==> config.mk <==
export PLATFORM = sky130hd
export DESIGN_NAME = trip_prog_seq
export DESIGN_NICKNAME = d
export VERILOG_FILES = /design/src/rtl/trip_prog_pkg.sv /design/src/rtl/tps_seq_fsm.sv /design/src/rtl/tps_fire_ctl.sv /design/src/rtl/trip_prog_seq.sv
export SDC_FILE = /design/constraint.sdc
export NUM_CORES = 1
export LEC_CHECK = 0
export CORE_AREA = 3 3 40 42
export DETAILED_ROUTE_END_ITERATION = 8
export DIE_AREA = 0 0 43 45
export PLACE_DENSITY_LB_ADDON = 0.12
export SYNTH_ARGS = -nofsm -noshare
export SYNTH_HDL_FRONTEND = slang
export SYNTH_SLANG_ARGS = --single-unit
==> constraint.sdc <==
create_clock -name clk -period 1.3 [get_ports clk]
set_input_delay 0.26 -clock clk [delete_from_list [all_inputs] [get_ports clk]]
set_output_delay 0.26 -clock clk [all_outputs]
set_load 0.05 [all_outputs]
==> src/rtl/trip_prog_pkg.sv <==
// Package: shared state encoding for the threshold programming detector.
// Assumes nothing beyond being compiled before the modules that import it.
package trip_prog_pkg;

    // Progress through the programming write transaction.
    typedef enum logic [2:0] {
        SQ_IDLE      = 3'd0,
        SQ_WAIT_DEV  = 3'd1,
        SQ_WAIT_AHI  = 3'd2,
        SQ_WAIT_ALO  = 3'd3,
        SQ_WAIT_DATA = 3'd4,
        SQ_WAIT_STOP = 3'd5
    } seq_state_t;

endpackage

==> src/rtl/tps_seq_fsm.sv <==
// Module: tps_seq_fsm
// Follows decoded bus events through the exact programming write sequence.
// It reports when the last data byte has been accepted (armed) and which
// threshold the address low byte selected.
// Assumes: at most one strobe per cycle. If several come together, the
// priority is stop, then start, then byte. Hold or a missing programming
// voltage forces the state to idle.
module tps_seq_fsm
    import trip_prog_pkg::*;
#(
    parameter int          DW        = 8,
    parameter logic [DW-1:0] DEV_ID    = 8'hA0,
    parameter logic [DW-1:0] ADDR_HI   = 8'h00,
    parameter logic [DW-1:0] ADDR_MAIN = 8'h01,
    parameter logic [DW-1:0] ADDR_AUX  = 8'h0D,
    parameter logic [DW-1:0] DATA_VAL  = 8'h00
) (
    input  logic          clk,
    input  logic          rst_n,
    input  logic          start_evt,
    input  logic          stop_evt,
    input  logic          byte_vld,
    input  logic [DW-1:0] byte_in,
    input  logic          hv_present,
    input  logic          hold,
    output logic          armed,
    output logic          sel_q
);

    seq_state_t state_q, state_d;
    logic       sel_d;

    // Next-state selection for the sequence walk.
    always_comb begin
        state_d = state_q;
        sel_d   = sel_q;
        if (hold || !hv_present) begin
            state_d = SQ_IDLE;
        end else if (stop_evt) begin
            state_d = SQ_IDLE;
        end else if (start_evt) begin
            state_d = (state_q == SQ_IDLE) ? SQ_WAIT_DEV : SQ_IDLE;
        end else if (byte_vld) begin
            unique case (state_q)
                SQ_IDLE:      state_d = SQ_IDLE;
                SQ_WAIT_DEV:  state_d = (byte_in == DEV_ID)  ? SQ_WAIT_AHI  : SQ_IDLE;
                SQ_WAIT_AHI:  state_d = (byte_in == ADDR_HI) ? SQ_WAIT_ALO  : SQ_IDLE;
                SQ_WAIT_ALO: begin
                    if (byte_in == ADDR_MAIN) begin
                        state_d = SQ_WAIT_DATA;
                        sel_d   = 1'b0;
                    end else if (byte_in == ADDR_AUX) begin
                        state_d = SQ_WAIT_DATA;
                        sel_d   = 1'b1;
                    end else begin
                        state_d = SQ_IDLE;
                    end
                end
                SQ_WAIT_DATA: state_d = (byte_in == DATA_VAL) ? SQ_WAIT_STOP : SQ_IDLE;
                SQ_WAIT_STOP: state_d = SQ_IDLE;
                default:      state_d = SQ_IDLE;
            endcase
        end
    end

    // State and selection registers.
    always_ff @(posedge clk) begin
        if (!rst_n) begin
            state_q <= SQ_IDLE;
            sel_q   <= 1'b0;
        end else begin
            state_q <= state_d;
            sel_q   <= sel_d;
        end
    end

    assign armed = (state_q == SQ_WAIT_STOP);

    // a missing programming voltage always leaves the walk idle.
    a_r8_hv_drop_idle: assert property (@(posedge clk) disable iff (!rst_n)
        !hv_present |=> (state_q == SQ_IDLE));

    // a start in mid-sequence aborts.
    a_r6_restart_aborts: assert property (@(posedge clk) disable iff (!rst_n)
        (state_q != SQ_IDLE && start_evt && !stop_evt) |=> (state_q == SQ_IDLE));

    // while held, no sequence progresses.
    a_r11_hold_idle: assert property (@(posedge clk) disable iff (!rst_n)
        hold |=> (state_q == SQ_IDLE));

    // armed lasts until the next event and never survives a further byte.
    a_r5_extra_byte: assert property (@(posedge clk) disable iff (!rst_n)
        (armed && byte_vld) |=> !armed);

endmodule

==> src/rtl/tps_fire_ctl.sv <==
// Module: tps_fire_ctl
// Turns an armed sequence and its closing stop into a one-cycle
// programming pulse, latches the threshold selection, and keeps a busy
// flag until the programming voltage goes away.
// Assumes: armed and sel come from tps_seq_fsm in the same clock domain.
module tps_fire_ctl (
    input  logic clk,
    input  logic rst_n,
    input  logic armed,
    input  logic sel_in,
    input  logic stop_evt,
    input  logic wr_en_latch,
    input  logic hv_present,
    output logic prog_pulse,
    output logic prog_sel,
    output logic busy
);

    logic fire;

    // Launch condition: closing stop with all qualifiers present.
    assign fire = armed && stop_evt && wr_en_latch && hv_present && !busy;

    // Pulse, selection and busy registers.
    always_ff @(posedge clk) begin
        if (!rst_n) begin
            prog_pulse <= 1'b0;
            prog_sel   <= 1'b0;
            busy       <= 1'b0;
        end else begin
            prog_pulse <= fire;
            if (fire) begin
                prog_sel <= sel_in;
            end
            if (fire) begin
                busy <= 1'b1;
            end else if (!hv_present) begin
                busy <= 1'b0;
            end
        end
    end

    // the pulse is one cycle wide.
    a_r9_one_cycle: assert property (@(posedge clk) disable iff (!rst_n)
        prog_pulse |=> !prog_pulse);

    // the selection only moves with a pulse.
    a_r9_sel_hold: assert property (@(posedge clk) disable iff (!rst_n)
        !prog_pulse |-> $stable(prog_sel));

    // a pulse needs the write-enable latch at the stop.
    a_r7_wel_needed: assert property (@(posedge clk) disable iff (!rst_n)
        (!wr_en_latch) |=> !prog_pulse);

    // busy holds while the voltage stays and clears once it goes.
    a_r10_busy_hold: assert property (@(posedge clk) disable iff (!rst_n)
        (busy && hv_present) |=> busy);
    a_r10_busy_clear: assert property (@(posedge clk) disable iff (!rst_n)
        !hv_present |=> !busy);

    // no new pulse while busy.
    a_r11_no_pulse_busy: assert property (@(posedge clk) disable iff (!rst_n)
        busy |=> !prog_pulse);

endmodule

==> src/rtl/trip_prog_seq.sv <==
// Module: trip_prog_seq (top)
// Detects the threshold programming write on decoded two-wire bus events
// and issues a qualified programming pulse with a threshold select.
// Assumes: the event strobes are one cycle wide and synchronous to clk.
module trip_prog_seq #(
    parameter int            DW        = 8,
    parameter logic [DW-1:0] DEV_ID    = 8'hA0,
    parameter logic [DW-1:0] ADDR_HI   = 8'h00,
    parameter logic [DW-1:0] ADDR_MAIN = 8'h01,
    parameter logic [DW-1:0] ADDR_AUX  = 8'h0D,
    parameter logic [DW-1:0] DATA_VAL  = 8'h00
) (
    input  logic          clk,
    input  logic          rst_n,
    input  logic          start_evt,
    input  logic          stop_evt,
    input  logic          byte_vld,
    input  logic [DW-1:0] byte_in,
    input  logic          wr_en_latch,
    input  logic          hv_present,
    output logic          prog_pulse,
    output logic          prog_sel,
    output logic          busy
);

    logic armed;
    logic sel_w;

    // Sequence walker.
    tps_seq_fsm #(
        .DW(DW), .DEV_ID(DEV_ID), .ADDR_HI(ADDR_HI),
        .ADDR_MAIN(ADDR_MAIN), .ADDR_AUX(ADDR_AUX), .DATA_VAL(DATA_VAL)
    ) u_fsm (
        .clk(clk), .rst_n(rst_n),
        .start_evt(start_evt), .stop_evt(stop_evt),
        .byte_vld(byte_vld), .byte_in(byte_in),
        .hv_present(hv_present), .hold(busy),
        .armed(armed), .sel_q(sel_w)
    );

    // Pulse and busy control.
    tps_fire_ctl u_fire (
        .clk(clk), .rst_n(rst_n),
        .armed(armed), .sel_in(sel_w),
        .stop_evt(stop_evt), .wr_en_latch(wr_en_latch),
        .hv_present(hv_present),
        .prog_pulse(prog_pulse), .prog_sel(prog_sel), .busy(busy)
    );

    // a pulse is always the answer to a stop in the previous cycle.
    a_r2_pulse_after_stop: assert property (@(posedge clk) disable iff (!rst_n)
        prog_pulse |-> $past(stop_evt));

    // busy only rises together with a pulse.
    a_r10_busy_rise: assert property (@(posedge clk) disable iff (!rst_n)
        $rose(busy) |-> prog_pulse);

endmodule

==> results_tabular.tex <==
\begin{tabular}{lr}
\hline
Metric & Value \\
\hline
\multicolumn{2}{l}{\textbf{Outcome}} \\
Run status & finished, final reports clean \\
\multicolumn{2}{l}{\textbf{Final layout}} \\
Most used cells in the layout excluding fill and tap cells & 10 x buf\_4, 8 x clkdlybuf4s50\_1, 6 x dfxtp\_1 \\
Antenna Cells & 0 \\
Layout-stage area growth over the synthesis result & 84.0\% \\
Finished layout cell area & 764 sq um \\
Area of combinational cells with multiple inputs & 304 sq um \\
Non-filler instance count after layout & 94 \\
Fraction of final layout cells with drive strength greater than 1 & between 30 and 40\% \\
Fillcell total & roughly 110 \\
Most common library cell in the layout ignoring fill and taps & buf\_4 \\
FF/Latch Area & 141 sq um \\
Post-layout utilization of the core & between 50\% and 60\% \\
Number of nets at the end of the flow & 95 \\
\multicolumn{2}{l}{\textbf{Flow run}} \\
Max-cap violations & 0 \\
\multicolumn{2}{l}{\textbf{Drt}} \\
Number of vias in the routed layout & 486 \\
Via-per-instance ratio & $\sim$5.2 \\
Pre-antenna DRT Iters & 4 \\
Final routed DRC violation total & 0 \\
Number of violations reported at the end of detailed-routing iteration 0 & 9 \\
Total wirelength of the detailed-routed design & 1040 um \\
Post-DRT Antenna Nets & 0 \\
Mean routed wirelength per cell & about 11 um \\
\multicolumn{2}{l}{\textbf{Global routing}} \\
Most heavily used metal layer in global routing & met2 \\
Routing usage on met3 & between 3 and 4\% \\
Wire length of the first global-routing pass & approximately 1800 um \\
Via count of the first global-routing pass & about 420 \\
Total overflow reported by the global router & 0 \\
Number of antenna violations at the first check in global routing & 0 \\
GR Util met2 & approximately 19\% \\
All-layer global routing usage & between 10\% and 20\% \\
Maximum number of pins on one net before global-route repair & 8 \\
Met1 Resource Use GR & about 15\% \\
\multicolumn{2}{l}{\textbf{Setup path}} \\
Category of the worst setup path capture point & register \\
Maximum net fanout on the critical path & 5 \\
Arrival time reported for the critical path endpoint & around 1500 ps \\
Register-to-register path setup slack & approximately 60 ps \\
CP Launch Point & start\_evt \\
CP startpoint kind & input pin \\
Reg2Reg Launch Point & u\_fsm.state\_q[0]\$\_SDFFE\_PP0P\_ \\
Capture instance of the worst register-to-register path & u\_fsm.state\_q[2]\$\_SDFFE\_PP0P\_ \\
Start-to-end type of the worst setup path & in -> reg \\
Logic depth of the worst register-to-register path & 5 \\
Critical path data required time & 1490 ps \\
\multicolumn{2}{l}{\textbf{Timing}} \\
Shortest clock period the worst path allows after layout & 1260 ps \\
Count of final max-slew check failures & 0 \\
Skew final & 1.83 ps \\
Total of endpoints with negative setup slack in the final report & 0 \\
Measured slew at the worst slew-check pin & approximately 260 ps \\
Unrepaired setup endpoints after global routing & yes \\
Ratio of final minimum period to clock period & 97.0\% \\
Slew margin rel. & between 80 and 90\% \\
Final Hold Vio Count & 0 \\
Maximum clock frequency & between 700 and 800 MHz \\
\multicolumn{2}{l}{\textbf{Synthesis}} \\
Number of synthesized flops with an enable pin & 0 \\
Flip-flop and latch count after synthesis & 7 \\
Asr flop ratio synth & 0\% \\
Synth Instances & 49 \\
Synthesized Nets & 64 \\
Warning count from the yosys run & 0 \\
Synthesized area per cell & 8.48 sq um \\
Synth Flop Type & dfxtp\_1 \\
Number of distinct library cells after synthesis & 25 \\
Mapped Area & just over 400 sq um \\
Post-synthesis sequential area ratio & 33.7\% \\
\multicolumn{2}{l}{\textbf{Clock network}} \\
CTS H-tree depth & 1 \\
Master cell of the clock root buffer & clkbuf\_4 \\
Worst-Skew Late Latency & 250 ps \\
CTS Buffer Depth & 2 \\
TritonCTS clock tree & done \\
CTS Buf Count & 3 \\
Clock-pin slew of the registers on the worst-case setup and hold paths & 50 ps \\
Clock Sink Count & 7 \\
\# Post-CTS Setup Buffers & 0 \\
\multicolumn{2}{l}{\textbf{Floorplan}} \\
Starting Density & 32.3\% \\
Top-Level Pins & 18 \\
Rows & 13 \\
Die area & 1940 sq um \\
Chip width & 43 um \\
Die Span Y & approximately 45 um \\
Core Region & around 1300 sq um \\
\multicolumn{2}{l}{\textbf{Placed design}} \\
Final RePlAce weighted congestion & roughly 0.87 \\
Count of buffers inserted at the top-level ports & 17 \\
Placed instance count & 90 \\
Placed wire-length estimate & about 840 um \\
Placed inst area & 707 sq um \\
\multicolumn{2}{l}{\textbf{Worst hold path}} \\
Type of the tightest min-delay check & in -> reg \\
Endpoint of the worst hold-timing path & u\_fsm.state\_q[1]\$\_SDFFE\_PP0P\_ \\
Min-Delay Path Depth & 4 \\
Startpoint of the lowest-slack hold path & byte\_vld \\
\multicolumn{2}{l}{\textbf{Pwr}} \\
Ratio of total power to cell area & 656 nW/um\^{}2 \\
Largest vdd supply drop & 0.427 mV \\
Static Leakage & between 0.3 and 0.4 nW \\
\hline
\end{tabular}
[how the worst max path moves through the flow]
stage / end / depth (start not counted)
5_1_grt: u_fsm.state_q[2]$_SDFFE_PP0P_ / 5
4_1_cts: u_fsm.state_q[2]$_SDFFE_PP0P_ / 5
3_3_place_gp: u_fsm.state_q[2]$_SDFFE_PP0P_ / 5
3_5_place_dp: u_fsm.sel_q$_SDFFE_PN0P_ / 5
2_1_floorplan: u_fsm.sel_q$_SDFFE_PN0P_ / 4
6_report: u_fsm.state_q[2]$_SDFFE_PP0P_ / 5
[registers in the layout, summed over array words and instances, names as in the netlist]
| register | cells |
|---|---|
| u_fsm.state_q | 3 |
| u_fire.busy | 1 |
| u_fire.prog_pulse | 1 |
| u_fire.prog_sel | 1 |
| u_fsm.sel_q | 1 |
[metrics by stage]
step | hold slack, ps | setup WS (ps) | setup TNS [ps] | power (W)
after floorplan | 382 | -0.453 | -0.453 | 0.000240
after global placement | 522 | -471 | -2490 | 0.000307
after detailed placement | 535 | -468 | -2540 | 0.000308
after CTS | 409 | -23.1 | -23.1 | 0.000504
after global routing | 438 | -7.41 | -7.41 | 0.000537
final | 417 | 39.0 | 0 | 0.000502
[final cells by class]
cell class / instances / share of cell area [%]
Clock buffer: 4 / 3.44
Tap cell: 15 / 2.45
Multi-Input combinational cell: 40 / 39.8
Timing Repair Buffer: 27 / 35.4
Sequential cell: 7 / 18.5
Inverter: 1 / 0.491
[cell families (layout without fill, tap and decap cells)]
logic type	Yosys count	in the layout	share of synthesized area, %
AO/OA/AOI/OAI	9	9	13.9
buffers and inverters	2	32	1.81
multiplexers	1	1	2.41
AND/OR/NAND/NOR	28	28	44.0
flip-flops	7	7	33.7
XOR/XNOR	2	2	4.22
[routing by layer]
metal	share of wire [%]	vias to the layer above
li1	-	247
met1	45	207
met3	7.4	8
met5	0	-
met2	45	24
met4	2.7	0
[cells in the mapped netlist (2+ instances only)]
master,count,area (sq um)
nor2_1,4,15.0
and3_1,2,12.5
nand4_1,3,18.8
nor3b_1,2,15.0
a21oi_1,5,25.0
o211ai_1,2,15.0
nand3_1,2,10.0
nor4b_1,2,17.5
nand2_1,4,15.0
nor2b_1,2,12.5
dfxtp_1,7,140
[report_power, final]
group	switching [W]	total [W]	internal (W)
Combinational	0.0000340	0.0000871	0.0000531
Clock	0.0000815	0.000199	0.000117
Sequential	0.000000407	0.000216	0.000216
Total	0.000116	0.000502	0.000386
[critical path, stage by stage]
cell,delay [ps]
clkdlybuf4s15_1,180
or4b_4,500
nor3_4,210
a32oi_1,170
a21oi_2,130
[what timing repair did]
action                     4_1_cts  5_1_grt
pin swaps                        4        6
hold buffers                     0        0
gates resized for setup         11        7
setup endpoints to repair        6        7
(Power assumes the default switching activity.)
